### src/rtl/exc_entry_seq.sv
module exc_entry_seq #(
  parameter int VEC_W     = 8,
  parameter int DS_W      = 3,
  parameter int UFLAG_BIT = 6,
  parameter int MFLAG_BIT = 30
) (
  input  logic             clk,
  input  logic             rst_n,
  input  logic             start_i,
  input  logic [1:0]       cause_i,
  input  logic [VEC_W-1:0] trap_vec_i,
  input  logic [VEC_W-1:0] fault_vec_i,
  input  logic [VEC_W-1:0] irq_vec_i,
  input  logic [31:0]      pc_i,
  input  logic [DS_W-1:0]  dslot_i,
  input  logic [31:0]      ccs_i,
  input  logic [31:0]      sp_i,
  input  logic [31:0]      ksp_i,
  input  logic [31:0]      vbr_i,
  output logic             busy_o,
  output logic             done_o,
  output logic             dslot_clr_o,
  output logic             erp_we_o,
  output logic             nrp_we_o,
  output logic             upd_we_o,
  output logic             stk_we_o,
  output logic [31:0]      erp_o,
  output logic [31:0]      nrp_o,
  output logic [31:0]      exs_o,
  output logic [31:0]      ccs_o,
  output logic [31:0]      sp_o,
  output logic [31:0]      usp_o,
  output logic [31:0]      pc_o,
  output logic [2:0]       pend_o,
  output logic             mem_req_valid_o,
  output logic [31:0]      mem_req_addr_o,
  input  logic             mem_req_ready_i,
  input  logic             mem_rsp_valid_i,
  input  logic [31:0]      mem_rsp_data_i
);
  localparam logic [1:0] C_BRK  = 2'd0;
  localparam logic [1:0] C_NMI  = 2'd1;
  localparam logic [1:0] C_BUS  = 2'd2;
  localparam logic [2:0] P_NONE = 3'b100;

  typedef enum logic [1:0] {S_IDLE, S_REQ, S_WAIT} state_t;
  state_t state;

  logic [VEC_W-1:0] vec_sel;
  logic [31:0]      vec32, ret_addr, ccs_m, ccs_sh;
  logic             accept, is_nmi;

  assign accept   = (state == S_IDLE) && start_i;
  assign is_nmi   = (cause_i == C_NMI);
  assign vec32    = 32'(vec_sel);
  assign ret_addr = pc_i - 32'(dslot_i);
  assign ccs_sh   = ((ccs_m & 32'hC000_0000) | ((ccs_m << 12) >> 2)) & ~32'h0000_03FF;

  assign busy_o          = (state != S_IDLE);
  assign mem_req_valid_o = (state == S_REQ);

  always_comb begin
    case (cause_i)
      C_BRK:   vec_sel = trap_vec_i;
      C_NMI:   vec_sel = '0;
      C_BUS:   vec_sel = fault_vec_i;
      default: vec_sel = irq_vec_i;
    endcase
    ccs_m = ccs_i;
    if (is_nmi) ccs_m[MFLAG_BIT] = 1'b0;
  end

  always_ff @(posedge clk or negedge rst_n) begin
    if (!rst_n) begin
      state          <= S_IDLE;
      done_o         <= 1'b0;
      dslot_clr_o    <= 1'b0;
      erp_we_o       <= 1'b0;
      nrp_we_o       <= 1'b0;
      upd_we_o       <= 1'b0;
      stk_we_o       <= 1'b0;
      erp_o          <= '0;
      nrp_o          <= '0;
      exs_o          <= '0;
      ccs_o          <= '0;
      sp_o           <= '0;
      usp_o          <= '0;
      pc_o           <= '0;
      pend_o         <= P_NONE;
      mem_req_addr_o <= '0;
    end else begin
      done_o      <= 1'b0;
      dslot_clr_o <= 1'b0;
      erp_we_o    <= 1'b0;
      nrp_we_o    <= 1'b0;
      upd_we_o    <= 1'b0;
      stk_we_o    <= 1'b0;
      case (state)
        S_IDLE: if (accept) begin
          if (is_nmi) begin
            nrp_o    <= ret_addr;
            nrp_we_o <= 1'b1;
          end else begin
            erp_o    <= ret_addr;
            erp_we_o <= 1'b1;
          end
          exs_o       <= {16'h0000, vec32[7:0], 8'h00};
          ccs_o       <= ccs_sh;
          upd_we_o    <= 1'b1;
          dslot_clr_o <= (dslot_i != '0);
          if (ccs_i[UFLAG_BIT]) begin
            usp_o    <= sp_i;
            sp_o     <= ksp_i;
            stk_we_o <= 1'b1;
          end
          pend_o         <= {1'b0, cause_i};
          mem_req_addr_o <= vbr_i + (vec32 << 2);
          state          <= S_REQ;
        end
        S_REQ: if (mem_req_ready_i) state <= S_WAIT;
        S_WAIT: if (mem_rsp_valid_i) begin
          pc_o   <= mem_rsp_data_i;
          done_o <= 1'b1;
          pend_o <= P_NONE;
          state  <= S_IDLE;
        end
        default: state <= S_IDLE;
      endcase
    end
  end
endmodule


### config.mk
export PLATFORM = sky130hd
export DESIGN_NAME = exc_entry_seq
export DESIGN_NICKNAME = d
export VERILOG_FILES = /design/src/rtl/exc_entry_seq.sv
export SDC_FILE = /design/constraint.sdc
export NUM_CORES = 1
export LEC_CHECK = 0
export CAP_MARGIN = 20
export CORE_AREA = 2 2 192 194
export DETAILED_ROUTE_END_ITERATION = 6
export DIE_AREA = 0 0 194 196
export HOLD_SLACK_MARGIN = 0.1
export MAX_ROUTING_LAYER = met4
export PLACE_DENSITY = 0.61
export SYNTH_ARGS = -nofsm -noshare
export SYNTH_HDL_FRONTEND = slang
export SYNTH_SLANG_ARGS = --single-unit
### constraint.sdc
create_clock -name clk -period 2.39 [get_ports clk]
set_input_delay 0.717 -clock clk [delete_from_list [all_inputs] [get_ports clk]]
set_output_delay 0.717 -clock clk [all_outputs]
set_load 0.02 [all_outputs]
==> impl_metrics.yaml <==
cells_and_area:
  final_common_cell: "clkdlybuf4s50_1"
  final_cell_mix: "411 x clkdlybuf4s50_1, 287 x nand2_1, 232 x dfrtp_1"
  final_cell_count_no_fill: 2019
  area_growth_pct: 68.48
  fin_nets: 1769
  drive_gt1_share_pct: 20.26
routing:
  viasPerCell: 4.456
  drtIter0Drc: 277
  postRouteAntennaNets: 0
  first_pass_iters: 4
  via_count: 8996
  post_drt_wl_per_cell_um: 17.73
  drt_wl_total_mm: 35.79
  drc_errors: 0
power_and_ir_drop:
  p_leak_nw: 7.631
  power_mw: 21.33
  peakVddDrop_mv: 0.8022
  p_per_area_nw_per_um2: 1240
synthesis:
  synth_top_area_share_pct: 56.87
  yosys.area.top_type: "dfrtp_1"
  synth_area_leaders: "dfrtp_1 57%, nand2_1 11%, mux2_2 8.3%"
  yosysWarnings: 0
  syn_area_um2: 10210
  synth_cells: 976
  async_flop_share_pct: 100.0
  synth_cell_types: 55
  synth_edf_count: 0
  synth-seq-area-share_pct: 57.13
  ys_ff_latch: 233
  synth_flop_cell: "dfrtp_1"
  synth.avg_cell_area_um2: 10.46
setup_path:
  setup.worst_path.end_class: "flip-flop"
  r2r_cells: 7
  critPathCapture: "mem_req_addr_o[14]$_DFFE_PN0P_"
  path_class: "in2reg"
  startpoint: "cause_i[1]"
  reg2reg_to: "nrp_o[23]$_DFFE_PN0P_"
  crit-reg2reg-launch: "state[1]$_DFFE_PN0P_"
  slowest_stage: "a221o_1"
  cp_data_required_time_ns: 2.79
  worst-path-buf-inv: 3
  cp-start-kind: "input port"
  cpPeakStageDelay_ns: 0.44
  cp.depth: 12
  crit_chain: "buf_8 -> buf_6 -> buf_12 -> mux2i_1 -> o21ai_1 -> ha_1 -> a21o_1 -> a221o_1 -> o22ai_4 -> nor3_2 -> xnor2_1 -> o21ai_0"
  path_delay_family: "compound AO/OA/AOI/OAI gates"
  cp.arrival_ns: 2.97
  reg2reg_setup_slack_ns: 0.72
  critPathMaxFanout: 8
floorplan:
  start_util_pct: 28.29
  core_area_um2: 36080
  pin_count: 493
  die-height_um: 196
  rows: 70
  die_x_um: 194
  die-area_um2: 38020
global_route:
  grt_overflow: 0
  grt_pass1_wl_mm: 54.70
  track_usage_pct: 18.83
  grt_pass1_vias: 9405
  antenna_found_initial: 1
  grt_max_degree: 82
clock_tree:
  cts.htree.levels: 1
  cts_root_buffer: "clkbuf_16"
  clk_latency_ns: 0.53
  clk_path_buf_depth: 3
  cts_made_buffers: 27
  path_clk_slew_ns: 0.06
  cts_tree: "yes"
  clock_sinks: 233
place:
  dp_slack_ns: -1.329
  port_buffers: 448
  dp_hpwl_mm: 27.34
  place_inst: 1956
  gp_congestion: 0.8483
worst_hold_path:
  hp-class: "in2async"
sta:
  setup-violations-final: 22
  final_hold_viol_count: 0
  tightestPinTransition_ns: 0.5354
  fmax_mhz: 389.4
  relSlewSlack_pct: 64.30
  hold_ws_ns: 0.1131
  tns_ns: -2.667
  maxSlewViolCount: 0
  finalCriticalPeriod_ns: 2.568
  rsz0062_at_grt: "true"
  skew_ns: 0.008684
  post-route-period-util_pct: 107.4
  finalWorstSetupSlack_ns: -0.1780
run_status:
  violations: "negative setup slack"
  run_status: "finished with violations"
flow_run:
  cap_viol_max_count: 0
-- synthesized netlist by cell type (all sizes together), types with 8 or more instances --
cell and count:
nand2 291, dfrtp 232, o21ai 89, mux2 76
xnor2 43, clkbuf 41, buf 34, nor2 27
nor3 17, xor2 12, ha 11, inv 10
mux2i 8
-- state kept, by name, indices dropped and copies added, names as in the netlist, 2 cells and up --
register        flops
sp_o               32
usp_o              32
state               2
pc_o               32
ccs_o              22
nrp_o              32
pend_o              3
erp_o              32
exs_o               8
mem_req_addr_o     32
-- what timing repair did --
item,4_1_cts,5_1_grt
hold buffers,0,0
gates resized for setup,111,26
setup buffers,8,5
pin swaps,30,20
setup endpoints to repair,60,47
cloned,1,0
-- cell families (layout without fill, tap and decap cells) --
| kind of cell | count (synthesis) | count (layout) | share of synthesized area (%) |
|---|---|---|---|
| and+or+nand+nor | 383 | 383 | 16.20 |
| DFF | 233 | 233 | 57.13 |
| AOI/OAI and AO/OA | 119 | 119 | 6.520 |
| buffers and inverters | 88 | 629 | 4.486 |
| muxes | 84 | 84 | 9.168 |
| xor gates and xnor gates | 55 | 55 | 4.719 |
| adders and majority gates | 13 | 13 | 1.740 |
| other | 1 | 35 | 0.03673 |
-- final cells by class --
class	instances	area [µm²]
Fill cell	3398	18890
Sequential cell	233	5832
Timing Repair Buffer	567	5507
Multi-Input combinational cell	688	4328
Clock buffer	33	738.2
Tap cell	468	585.6
Clock inverter	16	152.6
Inverter	13	53.80
Antenna cell	1	2.502
-- stage by stage --
| step | instance area, µm² | utilization [%] |
|---|---|---|
| 6_report | 17200 | 47.66 |
| 5_1_grt | 17200 | 47.66 |
| 4_1_cts | 17070 | 47.31 |
| 3_5_place_dp | 16060 | 44.52 |
| 3_3_place_gp | 16060 | 44.52 |
| 2_1_floorplan | 10450 | - |
-- report_power, final --
group	leakage [nW]	internal, mW	switching [mW]
clock network	0.437	2.42	1.72
logic	4.34	4.93	5.35
registers	2.86	5.85	1.06
-- per-layer routing --
layer  GRT usage (%)  wire [µm]  vias up  part of all wire [%]
li1                -          -     4280                     -
met2           32.33      17720      322                    50
met1           21.42      14130     4348                    39
met3           6.051       3213       46                   9.0
met5               -          0        -                     0
met4           4.349        724        0                   2.0
-- how the worst min path moves through the flow --
stage                       endpoint  slack, ns  cells after the start
6_report       nrp_o[27]$_DFFE_PN0P_       0.11                      1
2_1_floorplan  ccs_o[10]$_DFFE_PN0P_       0.42                      0
3_5_place_dp   pend_o[2]$_DFFE_PN1P_       0.45                      2
5_1_grt        erp_o[26]$_DFFE_PN0P_       0.13                      1
3_3_place_gp   pend_o[2]$_DFFE_PN1P_       0.45                      2
4_1_cts        nrp_o[27]$_DFFE_PN0P_       0.11                      1
No activity file was read; power rests on OpenSTA's default activity.
